===== src/rtl/admux_pkg.sv =====
package admux_pkg;
  typedef enum logic [3:0] {
    S_IDLE, S_RWAIT, S_RBURST, S_RDROP, S_RHOLD,
    S_WWAIT, S_WBURST, S_WTAIL, S_WHOLD
  } seq_state_t;
endpackage


===== src/rtl/admux_fifo.sv =====
module admux_fifo #(
  parameter int W     = 16,
  parameter int DEPTH = 8
) (
  input  logic                         clk,
  input  logic                         rst_n,
  input  logic                         push,
  input  logic [W-1:0]                 push_data,
  input  logic                         pop,
  output logic [W-1:0]                 head,
  output logic [$clog2(DEPTH+1)-1:0]   count,
  output logic                         full,
  output logic                         empty
);
  localparam int AW = (DEPTH > 1) ? $clog2(DEPTH) : 1;
  localparam int CW = $clog2(DEPTH + 1);

  logic [W-1:0]  mem [DEPTH];
  logic [AW-1:0] wp, rp;
  logic [CW-1:0] cnt;
  logic          do_push, do_pop;

  function automatic logic [AW-1:0] bump(input logic [AW-1:0] p);
    return (p == AW'(DEPTH - 1)) ? '0 : p + 1'b1;
  endfunction

  assign full    = (cnt == CW'(DEPTH));
  assign empty   = (cnt == '0);
  assign do_push = push && !full;
  assign do_pop  = pop && !empty;
  assign head    = mem[rp];
  assign count   = cnt;

  always_ff @(posedge clk) begin
    if (do_push) mem[wp] <= push_data;
  end

  always_ff @(posedge clk or negedge rst_n) begin
    if (!rst_n) begin
      wp  <= '0;
      rp  <= '0;
      cnt <= '0;
    end else begin
      if (do_push) wp <= bump(wp);
      if (do_pop)  rp <= bump(rp);
      cnt <= cnt + CW'(do_push) - CW'(do_pop);
    end
  end

  AST_COUNT_BOUND: assert property (@(posedge clk) disable iff (!rst_n)
    cnt <= CW'(DEPTH));
endmodule


===== src/rtl/admux_addr_latch.sv =====
module admux_addr_latch #(
  parameter int ADDR_W = 8
) (
  input  logic              clk,
  input  logic              rst_n,
  input  logic              adv_n,
  input  logic              ce_n,
  input  logic              lat_short_in,
  input  logic [ADDR_W-1:0] bus_lo,
  output logic [ADDR_W-1:0] addr,
  output logic              lat_short_q
);
  always_ff @(posedge clk or negedge rst_n) begin
    if (!rst_n) begin
      addr        <= '0;
      lat_short_q <= 1'b0;
    end else begin
      if (!adv_n && !ce_n) addr <= bus_lo;
      if (ce_n) lat_short_q <= lat_short_in;
    end
  end

  AST_ADDR_STABLE: assert property (@(posedge clk) disable iff (!rst_n)
    (adv_n || ce_n) |=> $stable(addr));
  AST_CFG_STABLE: assert property (@(posedge clk) disable iff (!rst_n)
    !ce_n |=> $stable(lat_short_q));
endmodule


===== src/rtl/admux_burst_seq.sv =====
module admux_burst_seq
  import admux_pkg::*;
#(
  parameter int DW    = 16,
  parameter int BURST = 4,
  parameter int DEPTH = 8
) (
  input  logic                        clk,
  input  logic                        rst_n,
  input  logic                        ce_n,
  input  logic                        oe_n,
  input  logic                        we_n,
  input  logic                        lat_short,
  input  logic [DW-1:0]               dq_i,
  input  logic [DW-1:0]               rd_head,
  input  logic [$clog2(DEPTH+1)-1:0]  rd_cnt,
  input  logic [$clog2(DEPTH+1)-1:0]  wr_cnt,
  output logic                        rd_pop,
  output logic                        wr_push,
  output logic [DW-1:0]               wr_data,
  output logic                        rdy,
  output logic [DW-1:0]               dq_o,
  output logic                        dq_oe
);
  localparam int CW  = $clog2(DEPTH + 1);
  localparam int BCW = $clog2(BURST + 1);
  localparam logic [BCW-1:0] LAST = BCW'(BURST);

  seq_state_t     state;
  logic [BCW-1:0] bcnt;
  logic           tail;
  logic           oe_act, we_act, rd_ok, wr_ok, rd_launch, wr_launch;

  assign oe_act = !ce_n && !oe_n;
  assign we_act = !ce_n && !we_n;
  assign rd_ok  = rd_cnt >= CW'(BURST);
  assign wr_ok  = (CW'(DEPTH) - wr_cnt) >= CW'(BURST);

  assign rd_launch = oe_act && rd_ok &&
                     ((state == S_IDLE && lat_short) || state == S_RWAIT);
  assign wr_launch = we_act && !oe_act && wr_ok &&
                     ((state == S_IDLE && lat_short) || state == S_WWAIT);

  assign rd_pop  = rd_launch ||
                   (state == S_RBURST && oe_act && bcnt < LAST) ||
                   (state == S_RDROP);
  assign wr_push = (state == S_WBURST) && we_act;
  assign wr_data = dq_i;

  always_ff @(posedge clk or negedge rst_n) begin
    if (!rst_n) begin
      state <= S_IDLE;
      bcnt  <= '0;
      tail  <= 1'b0;
      rdy   <= 1'b0;
      dq_o  <= '0;
      dq_oe <= 1'b0;
    end else begin
      if (rd_launch) begin
        state <= S_RBURST;
        rdy   <= 1'b1;
        dq_oe <= 1'b1;
        dq_o  <= rd_head;
        bcnt  <= BCW'(1);
      end else if (wr_launch) begin
        state <= S_WBURST;
        rdy   <= 1'b1;
        bcnt  <= '0;
      end else begin
        case (state)
          S_IDLE: begin
            if (oe_act)      state <= S_RWAIT;
            else if (we_act) state <= S_WWAIT;
          end
          S_RWAIT: if (!oe_act) state <= S_IDLE;
          S_RBURST: begin
            if (!oe_act) begin
              rdy   <= 1'b0;
              dq_oe <= 1'b0;
              state <= (bcnt < LAST) ? S_RDROP : S_IDLE;
            end else if (bcnt < LAST) begin
              dq_o <= rd_head;
              bcnt <= bcnt + 1'b1;
            end else begin
              rdy   <= 1'b0;
              state <= S_RHOLD;
            end
          end
          S_RDROP: begin
            bcnt <= bcnt + 1'b1;
            if (bcnt == LAST - 1'b1) state <= S_IDLE;
          end
          S_RHOLD: begin
            if (!oe_act) begin
              dq_oe <= 1'b0;
              state <= S_IDLE;
            end
          end
          S_WWAIT: if (!we_act) state <= S_IDLE;
          S_WBURST: begin
            if (!we_act) begin
              rdy   <= 1'b0;
              state <= S_IDLE;
            end else begin
              bcnt <= bcnt + 1'b1;
              if (bcnt == LAST - 1'b1) begin
                state <= S_WTAIL;
                tail  <= 1'b0;
              end
            end
          end
          S_WTAIL: begin
            if (!tail) tail <= 1'b1;
            else begin
              rdy   <= 1'b0;
              state <= S_WHOLD;
            end
          end
          S_WHOLD: if (!we_act) state <= S_IDLE;
          default: state <= S_IDLE;
        endcase
      end
    end
  end

  AST_POP_NONEMPTY: assert property (@(posedge clk) disable iff (!rst_n)
    rd_pop |-> rd_cnt != '0);
  AST_PUSH_ROOM: assert property (@(posedge clk) disable iff (!rst_n)
    wr_push |-> wr_cnt < CW'(DEPTH));
  AST_RDY_NO_MIDBURST_DROP: assert property (@(posedge clk) disable iff (!rst_n)
    (state == S_RBURST && oe_act && bcnt < LAST) |=> rdy);
  AST_BUS_QUIET_ON_WRITE: assert property (@(posedge clk) disable iff (!rst_n)
    (state == S_WBURST || state == S_WTAIL) |-> !dq_oe);
  AST_TAIL_KEEPS_RDY: assert property (@(posedge clk) disable iff (!rst_n)
    (state == S_WTAIL) |-> rdy);
endmodule


===== src/rtl/admux_burst_slave.sv =====
module admux_burst_slave #(
  parameter int DW     = 16,
  parameter int ADDR_W = 8,
  parameter int BURST  = 4,
  parameter int DEPTH  = 8
) (
  input  logic              clk,
  input  logic              rst_n,
  input  logic              lat_short,
  input  logic              adv_n,
  input  logic              ce_n,
  input  logic              oe_n,
  input  logic              we_n,
  input  logic [DW-1:0]     dq_i,
  output logic [DW-1:0]     dq_o,
  output logic              dq_oe,
  output logic              rdy,
  output logic [ADDR_W-1:0] addr,
  input  logic              src_valid,
  output logic              src_ready,
  input  logic [DW-1:0]     src_data,
  output logic              snk_valid,
  input  logic              snk_ready,
  output logic [DW-1:0]     snk_data
);
  localparam int CW = $clog2(DEPTH + 1);

  logic          lat_q, rd_pop, wr_push, rd_full, rd_empty, wr_full, wr_empty;
  logic [DW-1:0] rd_head, wr_data;
  logic [CW-1:0] rd_cnt, wr_cnt;

  admux_addr_latch #(.ADDR_W(ADDR_W)) u_latch (
    .clk(clk), .rst_n(rst_n), .adv_n(adv_n), .ce_n(ce_n),
    .lat_short_in(lat_short), .bus_lo(dq_i[ADDR_W-1:0]),
    .addr(addr), .lat_short_q(lat_q)
  );

  admux_fifo #(.W(DW), .DEPTH(DEPTH)) u_rd_buf (
    .clk(clk), .rst_n(rst_n), .push(src_valid), .push_data(src_data),
    .pop(rd_pop), .head(rd_head), .count(rd_cnt),
    .full(rd_full), .empty(rd_empty)
  );

  admux_fifo #(.W(DW), .DEPTH(DEPTH)) u_wr_buf (
    .clk(clk), .rst_n(rst_n), .push(wr_push), .push_data(wr_data),
    .pop(snk_ready), .head(snk_data), .count(wr_cnt),
    .full(wr_full), .empty(wr_empty)
  );

  admux_burst_seq #(.DW(DW), .BURST(BURST), .DEPTH(DEPTH)) u_seq (
    .clk(clk), .rst_n(rst_n), .ce_n(ce_n), .oe_n(oe_n), .we_n(we_n),
    .lat_short(lat_q), .dq_i(dq_i), .rd_head(rd_head), .rd_cnt(rd_cnt),
    .wr_cnt(wr_cnt), .rd_pop(rd_pop), .wr_push(wr_push), .wr_data(wr_data),
    .rdy(rdy), .dq_o(dq_o), .dq_oe(dq_oe)
  );

  assign src_ready = !rd_full;
  assign snk_valid = !wr_empty;

  AST_NO_READ_UNDERRUN: assert property (@(posedge clk) disable iff (!rst_n)
    rd_pop |-> !rd_empty);
  AST_NO_WRITE_OVERFLOW: assert property (@(posedge clk) disable iff (!rst_n)
    wr_push |-> !wr_full);
endmodule


===== config.mk =====
export PLATFORM = sky130hd
export DESIGN_NAME = admux_burst_slave
export DESIGN_NICKNAME = d
export VERILOG_FILES = /design/src/rtl/admux_pkg.sv /design/src/rtl/admux_fifo.sv /design/src/rtl/admux_addr_latch.sv /design/src/rtl/admux_burst_seq.sv /design/src/rtl/admux_burst_slave.sv
export SDC_FILE = /design/constraint.sdc
export NUM_CORES = 1
export LEC_CHECK = 0
export ABC_AREA = 1
export ABC_CLOCK_PERIOD_IN_PS = 3500
export BUFFER_PORTS_ARGS = -buffer_cell sky130_fd_sc_hd__buf_2
export CORE_UTILIZATION = 60
export DETAILED_ROUTE_END_ITERATION = 8
export GPL_TIMING_DRIVEN = 0
export PLACE_DENSITY_LB_ADDON = 0.12
export SYNTH_ARGS = -nofsm -noshare
export SYNTH_HDL_FRONTEND = slang
export SYNTH_SLANG_ARGS = --single-unit

===== constraint.sdc =====
create_clock -name clk -period 3.5 [get_ports clk]
set_input_delay 0.525 -clock clk [delete_from_list [all_inputs] [get_ports clk]]
set_output_delay 0.525 -clock clk [all_outputs]
set_load 0.01 [all_outputs]

==> summary.txt, run 1 <==
Worst setup path
  – Crit-path max FO: 10
  – Critical path endpoint category: output port
  – Worst endpoint required time: 2.97 ns
  – Worst setup SP type: flip-flop
  – WS Path Type: flip-flop to output port
  – Worst Path Arrival: ~2.6 ns

Floorplan
  – Initial Util: 0.612
  – Die area: about 0.022 mm2
  – Chip height: about 150 um
  – Width of the die: between 100 and 150 um
  – Cell Rows: 53
  – I/O Pins: 85
  – Core box area: approximately 0.021 mm2

Outcome
  – Outcome: completed

Finish
  – Final nets: ~1300
  – Final Cell Area: 0.0148 mm2
  – Layout cells sized above 1: 0.158
  – Fillcell total: between 1000 and 1500
  – Most frequent cells in the layout: 256 x edfxtp_1, 229 x nor2_1, 157 x nand2_1
  – Most common cell after layout, fill and taps aside: edfxtp_1
  – Area Growth Syn to Fin: 15.3%
  – Layout Cells excl Fill: 1520

Detailed routing
  – DR vias/cell: about 5.7
  – Post-route ant nets: 0
  – DRC: 0
  – 1st-iter DRT viols: 767
  – Routed WL: 29700 um
  – Wire length per cell: slightly below 20 um
  – Pre-antenna DRT Iters: 5
  – Via count: roughly 8600

Synthesis
  – FF+latch count, synth: between 300 and 400
  – Yosys warns: 0
  – Synthesized Nets: between 1000 and 1500
  – Post-Syn Area: ~0.013 mm2
  – Count of different cell masters after synthesis: 38
  – Main synth FF type: edfxtp_1
  – Asr flop ratio synth: 0.177
  – Post-synthesis instance total: ~1100
  – Avg Synthesized Cell Area: 11.8 um2
  – Number of flops mapped to enable cells by yosys: between 200 and 300
  – Sequential share of the synthesized area: 0.704

Place
  – Dpl hpwl: around 20000 um
  – Placed Instance Area: ~0.014 mm2
  – Routability cong.: 0.860
  – I/O Buffers: between 80 and 90
  – Placed Instances: 1462

Timing
  – Fmax: around 0.32 GHz
  – Hold_ws: around 0.051 ns
  – Final Hold Viols: 0
  – Layout Skew: about 0.013 ns
  – Final min period: roughly 3.1 ns
  – Rel. slew slack: 0.351
  – Setup Viol. Count Final: 0
  – Period Utilization, post-route: 0.895
  – RSZ-0062 raised after global routing: false
  – Final Max Slew Viols: 0
  – Worst Tran Pin Value: between 0.9 and 1 ns

Power
  – Sw frac: 0.362
  – VDD IR max: between 500 and 600 uV
  – Sw Pwr: around 4400 uW
  – Lkg Pwr: approximately 0.0057 uW
  – Power Density: 811 mW/mm2
  – P_int: 7680 uW
  – Flop pwr share: 0.395
  – Combinational power share: 0.346
  – Clk network pwr share: 0.259

Clock network
  – Post-cts sizing count: 0
  – CTS tree: yes
  – Clock Tree Root: clkbuf_16
  – CTS clock-pin slew for the worst setup and hold paths: roughly 0.06 ns
  – CTS Sinks: 311
  – Worst skew pair latency: 0.55 ns
  – Buffers inserted by post-CTS timing repair: 0
  – Number of H-tree levels: 1
  – Total CTS buffers: 30
  – CTS hold repair buffers: 0
  – CTS Buffer Depth: 3

Global routing
  – Largest net degree at the start of global routing: 56
  – Total track usage: 0.277
  – Global-route wire length before repair: roughly 46000 um
  – Initial antenna violation count: 3
  – Number of global-route vias before repair: 8465
  – GR Overflow Total: 0

Flow run
  – Max-cap violation count: 0

Min path
  – Hold Path Class: primary input to async pin
per-stage QoR:
stage / TNS [ns] / setup slack (ns) / utilization / power [uW]
finish: 0 / 0.368 / 0.706 / 12000
detailed placement: 0 / 0.624 / 0.661 / 8960
global placement: -66.06 / -0.840 / 0.649 / 8770
global route: 0 / 0.158 / 0.706 / 12700
CTS: 0 / 0.363 / 0.706 / 12100
floorplan: 0 / 0.753 / - / 7460
flip-flops by register name, summed over array words and instances (netlist names), 4 cells and up:
register,cells
u_seq.dq_o,16
u_latch.addr,8
u_wr_buf.count,4
u_rd_buf.mem,128
u_seq.state,4
u_rd_buf.count,4
u_wr_buf.mem,128
kinds of logic (layout without fill, tap and decap cells):
| group | count (synthesis) | count (layout) | share of synthesized area |
|---|---|---|---|
| other | 0 | 2 | 0 |
| DFF | 311 | 311 | 0.704 |
| buffers and inverters | 102 | 257 | 0.0329 |
| adders and majority gates | 26 | 26 | 0.0264 |
| xor gates and xnor gates | 4 | 4 | 0.00272 |
| and+or+nand+nor | 441 | 441 | 0.139 |
| muxes | 8 | 8 | 0.00700 |
| AOI/OAI and AO/OA | 196 | 196 | 0.0877 |
worst max-delay path, stage by stage (launching register included):
cell	delay [ns]
dfrtp_1	0.40
buf_2	0.20
inv_1	0.09
buf_2	0.21
buf_1	0.53
nor2_1	0.11
o32ai_1	0.17
nand2_1	0.09
nand2_1	0.11
buf_2	0.13
power groups by stage:
| stage | logic (uW) | clock network (uW) | registers [uW] |
|---|---|---|---|
| global placement | 3960 | 0 | 4810 |
| global route | 4640 | 3270 | 4800 |
| detailed placement | 4140 | 0 | 4820 |
| finish | 4170 | 3120 | 4750 |
| floorplan | 2630 | 0 | 4820 |
| CTS | 4170 | 3140 | 4750 |
layer usage:
metal	vias to the layer above	global-route usage	wire length, um
met5	-	0	13
met4	2	0.0799	635
met3	57	0.0383	1780
met2	294	0.493	15400
met1	4155	0.353	11900
li1	4084	-	-
cell usage after synthesis, drive strengths merged (17+ instances only):
master / instances / share of area
nand3: 18 / 0.0084
buf: 24 / 0.010
nand2: 166 / 0.052
dfrtp: 55 / 0.11
clkbuf: 27 / 0.0079
nor2: 242 / 0.072
a31oi: 17 / 0.0083
o21ai: 138 / 0.054
inv: 49 / 0.014
edfxtp: 256 / 0.60
o32ai: 32 / 0.022
ha: 24 / 0.023
final timing paths:
path | cells past startpoint | from | slack [ns] | to
max in group asynchronous | 1 | rst_n | 2.92 | u_latch.addr[3]
worst min register to register | 2 | u_seq.rdy | 0.47 | u_seq.rdy
min in group clk | 3 | lat_short | 0.17 | u_latch.lat_short_q
worst min-delay path | 1 | rst_n | 0.05 | u_rd_buf.wp[2]
worst max-delay path | 9 | u_wr_buf.rp[0] | 0.37 | snk_data[7]
worst max register to register | 8 | u_seq.state[3] | 0.87 | u_wr_buf.mem[3][4]
area by class of cell:
type                    instances  area, um2  share of cell area
clock inverters                 9       86.3             0.00582
plain buffers                  51        231              0.0156
flip-flops and latches        311       9060               0.611
well taps                     275        344              0.0232
clock buffers                  47        856              0.0577
multi-input cells             675       3440               0.232
inverters                      51        191              0.0129
repair buffers                 99        618              0.0417
diodes                          2       5.00            0.000337
Power figures use the tool's default switching activity.
==> run 2: changes to the inputs <==
CORE_ASPECT_RATIO = 0.9   (was default)
==> summary.txt, run 2 (same netlist as run 1, synthesis figures left out) <==
Outcome
  – Outcome: completed

Finish
  – ANT cells: 0
  – Fillcell total: between 1000 and 1500
  – Area Growth Syn to Fin: 16.5%
  – Final nets: 1288
  – Most common cell after layout, fill and taps aside: edfxtp_1
  – Layout cells sized above 1: 0.169
  – Top flop regs: u_rd_buf.mem (128), u_wr_buf.mem (128), u_seq.dq_o (16)
  – Most frequent cells in the layout: 256 x edfxtp_1, 229 x nor2_1, 157 x nand2_1
  – Final core utilization: 0.717
  – Layout Cells excl Fill: 1532

Timing
  – Fmax: around 0.33 GHz
  – Final setup margin: between 0.4 and 0.5 ns
  – Final Hold Viols: 0
  – Hold_ws: ~0.066 ns
  – Final min period: between 3 and 4 ns
  – Period Utilization, post-route: 0.875
  – Final Max Slew Viols: 0
  – Worst Tran Pin Value: between 1 and 1.5 ns
  – Layout Skew: approximately 0.0084 ns
  – RSZ-0062 raised after global routing: false
  – Rel. slew slack: 0.324
  – Setup Viol. Count Final: 0

Worst setup path
  – WS Path Type: flip-flop to output port
  – Crit-path max FO: 10
  – Worst Path Arrival: 2.54 ns
  – Worst endpoint required time: between 2 and 3 ns
  – Worst setup SP type: flip-flop
  – R2R cell count: 7
  – Critical path endpoint category: output port

Clock network
  – Post-cts sizing count: 0
  – Number of H-tree levels: 1
  – Buffers inserted by post-CTS timing repair: 0
  – CTS tree: yes
  – Total CTS buffers: 31
  – CTS hold repair buffers: 0
  – CTS Buffer Depth: 3
  – CTS Sinks: 311
  – CTS clock-pin slew for the worst setup and hold paths: approximately 0.060 ns
  – Worst skew pair latency: ~0.55 ns
  – Clock Tree Root: clkbuf_16

Global routing
  – Largest net degree at the start of global routing: between 50 and 60
  – GR Overflow Total: 0
  – Number of global-route vias before repair: 8490
  – Global-route wire length before repair: approximately 47000 um
  – Initial antenna violation count: 0
  – Total track usage: 0.287

Floorplan
  – Initial Util: 0.616
  – I/O Pins: 85
  – Cell Rows: 50
  – Die area: 0.0220 mm2
  – Core box area: between 0.02 and 0.025 mm2
  – Width of the die: ~160 um
  – Chip height: about 140 um

Place
  – Place WS: ~0.64 ns
  – Placed Instances: approximately 1500
  – I/O Buffers: 84
  – Dpl hpwl: 19700 um
  – Routability cong.: about 0.86

Power
  – Total chip power: approximately 12000 uW
  – Lkg Pwr: 0.00575 uW
  – Power Density: roughly 830 mW/mm2
  – VDD IR max: 465 uV

Detailed routing
  – Pre-antenna DRT Iters: 5
  – Routed WL: about 30000 um
  – Wire length per cell: just under 20 um
  – 1st-iter DRT viols: about 840
  – Post-route ant nets: 0
  – DRC: 0
  – DR vias/cell: about 5.7
  – Via count: approximately 8800

Flow run
  – Max-cap violation count: 0

Min path
  – Hold Path Class: primary input to async pin
[run 2: through the flow]
| stage | setup TNS (ns) | cell area [um2] |
|---|---|---|
| after global routing | 0 | 15000 |
| after floorplan | 0 | 12900 |
| after detailed placement | 0 | 13900 |
| after CTS | 0 | 15000 |
| after global placement | -61.47 | 13600 |
| final | 0 | 15000 |
[run 2: critical path, stage by stage, from the launching register on]
cell	delay [ns]
dfrtp_1	0.38
buf_2	0.25
clkbuf_1	0.59
nor2_1	0.12
o32ai_1	0.33
nand2_1	0.11
nand2_1	0.09
buf_2	0.12
[run 2: area by class of cell]
class / instances / area, um2 / area share
multi-input combinational: 675 / 3440 / 0.230
clock inverter: 19 / 220 / 0.0147
sequential: 311 / 9060 / 0.605
inverter: 51 / 191 / 0.0128
clock buffer: 39 / 836 / 0.0558
buffer: 51 / 231 / 0.0154
timing repair buffer: 100 / 648 / 0.0432
tap: 286 / 358 / 0.0239
[run 2: report_power, final]
part	switching (uW)	internal [uW]
Clock	1360	2050
Sequential	239	4510
Combinational	2850	1380
[run 2: metal layers]
metal | track usage | share of wire | up-vias
li1 | - | - | 4088
met4 | 0.0686 | 0.014 | 0
met3 | 0.0476 | 0.096 | 48
met5 | 0 | 0 | -
met1 | 0.440 | 0.44 | 4242
met2 | 0.434 | 0.45 | 403
[run 2: worst paths after layout]
kind	from	to	slack, ns
min	rst_n	u_seq.dq_o[10]	0.07
min reg2reg	u_seq.rdy	u_seq.rdy	0.48
max	u_wr_buf.rp[0]	snk_data[12]	0.44
min in group clk	lat_short	u_latch.lat_short_q	0.17
max reg2reg	u_seq.state[3]	u_wr_buf.mem[4][1]	0.79
max in group asynchronous	rst_n	u_wr_buf.count[1]	2.91
==> run 3: changes to the inputs <==
CELL_PAD_IN_SITES_DETAIL_PLACEMENT = 0   (was default)
CELL_PAD_IN_SITES_GLOBAL_PLACEMENT = 1   (was default)
CORE_UTILIZATION = 49   (was 60)
==> summary.txt, run 3 (same netlist as run 1, synthesis figures left out) <==
Outcome
  – Outcome: completed

Floorplan
  – Initial Util: 0.505
  – Die area: roughly 0.027 mm2
  – Cell Rows: 55
  – I/O Pins: 85
  – Width of the die: between 150 and 200 um
  – Chip height: roughly 160 um
  – Core box area: about 0.025 mm2

Global routing
  – Total track usage: 0.242
  – Global-route wire length before repair: 48900 um
  – Largest net degree at the start of global routing: 56
  – Initial antenna violation count: 0
  – GR Overflow Total: 0
  – Number of global-route vias before repair: about 8500

Finish
  – Area Growth Syn to Fin: 17.7%
  – Most frequent cells in the layout: 256 x edfxtp_1, 229 x nor2_1, 157 x nand2_1
  – Top flop regs: u_rd_buf.mem (128), u_wr_buf.mem (128), u_seq.dq_o (16)
  – Most common cell after layout, fill and taps aside: edfxtp_1
  – Final Cell Area: around 0.015 mm2
  – Final core utilization: 0.595
  – Final nets: about 1300
  – ANT cells: 0
  – Layout cells sized above 1: 0.172

Timing
  – Fmax: about 0.33 GHz
  – Final setup margin: ~0.46 ns
  – Setup Viol. Count Final: 0
  – Final Max Slew Viols: 0
  – Period Utilization, post-route: 0.868
  – Layout Skew: 0.0107 ns
  – Worst Tran Pin Value: 1.25 ns
  – Rel. slew slack: 0.163
  – Final min period: around 3.0 ns
  – Final Hold Viols: 0
  – RSZ-0062 raised after global routing: false

Power
  – Combinational power share: 0.338
  – Sw Pwr: 4510 uW
  – Clk network pwr share: 0.284
  – VDD IR max: 395 uV
  – Sw frac: 0.360
  – P_int: roughly 8000 uW
  – Power Density: between 800 and 900 mW/mm2
  – Lkg Pwr: 0.00579 uW
  – Total chip power: between 10000 and 15000 uW
  – Flop pwr share: 0.379

Min path
  – Hold Path Class: primary input to async pin

Clock network
  – Clock Tree Root: clkbuf_16
  – CTS tree: yes
  – Post-cts sizing count: 0
  – CTS Buffer Depth: 3
  – Number of H-tree levels: 2
  – CTS Sinks: 311
  – Total CTS buffers: 35
  – CTS clock-pin slew for the worst setup and hold paths: roughly 0.060 ns
  – Worst skew pair latency: roughly 0.51 ns
  – CTS hold repair buffers: 0
  – Buffers inserted by post-CTS timing repair: 0

Worst setup path
  – Reg2reg start: u_seq.state[3]
  – Crit-path max FO: 10
  – Worst setup SP type: flip-flop
  – Crit-path cells: clkbuf_1, clkbuf_1, o21ai_0, o32ai_1, nand2_1, nand2_1, buf_2
  – Setup crit start: u_wr_buf.rp[1]
  – Critical path endpoint category: output port
  – Largest delay contributor family on the critical path: buffers and inverters
  – Worst endpoint required time: 2.97 ns
  – Largest stage delay, worst path: between 0.4 and 0.5 ns
  – WS Path Type: flip-flop to output port
  – Slowest CP cell: clkbuf_1
  – Worst path bufs/invs: 3
  – Worst Path Arrival: 2.51 ns

Detailed routing
  – Pre-antenna DRT Iters: 5
  – 1st-iter DRT viols: between 700 and 800
  – DRC: 0
  – Wire length per cell: about 20 um
  – Via count: around 8600
  – DR vias/cell: 5.42
  – Post-route ant nets: 0
  – Routed WL: around 31000 um

Flow run
  – Max-cap violation count: 0

Place
  – Placed Instance Area: approximately 0.014 mm2
  – I/O Buffers: between 80 and 90
  – Routability cong.: about 0.82
  – Place WS: 0.496 ns
  – Dpl hpwl: roughly 21000 um
## run 3: cell types whose count changed in the layout (fill, tap and decap cells not counted)
| cell | previous run | this run |
|---|---|---|
| buf_6 | 6 | 10 |
| buf_8 | 12 | 10 |
| bufinv_16 | 5 | 2 |
| clkbuf_1 | 32 | 34 |
| clkbuf_16 | 31 | 37 |
| clkinv_2 | 7 | 6 |
| inv_6 | 1 | 0 |
| inv_8 | 0 | 1 |
## run 3: area by class of cell
| cell class | instances | area [um2] |
|---|---|---|
| plain buffers | 51 | 231 |
| clock buffers | 47 | 993 |
| clock inverters | 15 | 128 |
| fillers | 2096 | 10300 |
| inverters | 51 | 191 |
| multi-input cells | 675 | 3440 |
| flip-flops and latches | 311 | 9060 |
| well taps | 342 | 428 |
| repair buffers | 102 | 663 |
## run 3: path summary, 6_finish.rpt
kind                            cells past startpoint  slack (ns)                   to
worst max register to register                      8        0.71  u_wr_buf.mem[7][11]
max in group asynchronous                           1        2.84       u_seq.dq_o[14]
min in group clk                                    3        0.24  u_latch.lat_short_q
worst min-delay path                                1         0.1       u_seq.state[2]
worst max-delay path                                7        0.46          snk_data[4]
worst min register to register                      2        0.47            u_seq.rdy
## run 3: power by group through the flow
| stage | Clock (uW) | Sequential, uW | Combinational [uW] |
|---|---|---|---|
| floorplan | 0 | 4820 | 2630 |
| global placement | 0 | 4810 | 4100 |
| detailed placement | 0 | 4820 | 4240 |
| CTS | 3620 | 4750 | 4270 |
| global route | 3750 | 4800 | 4770 |
| finish | 3550 | 4740 | 4240 |
## run 3: through the flow
step / instances / hold slack, ns / TNS, ns
2_1_floorplan: 1088 / 0.229 / 0
3_3_place_gp: 1514 / 0.457 / -83.54
3_5_place_dp: 1532 / 0.464 / 0
4_1_cts: 1594 / 0.136 / 0
5_1_grt: 1594 / 0.173 / 0
6_report: 1594 / 0.0984 / 0
## run 3: per-layer routing
layer,global-route usage,part of all wire,vias up
met3,0.0336,0.077,41
met2,0.367,0.44,309
li1,-,-,4088
met1,0.368,0.47,4209
met5,0,0,-
met4,0.0645,0.018,0
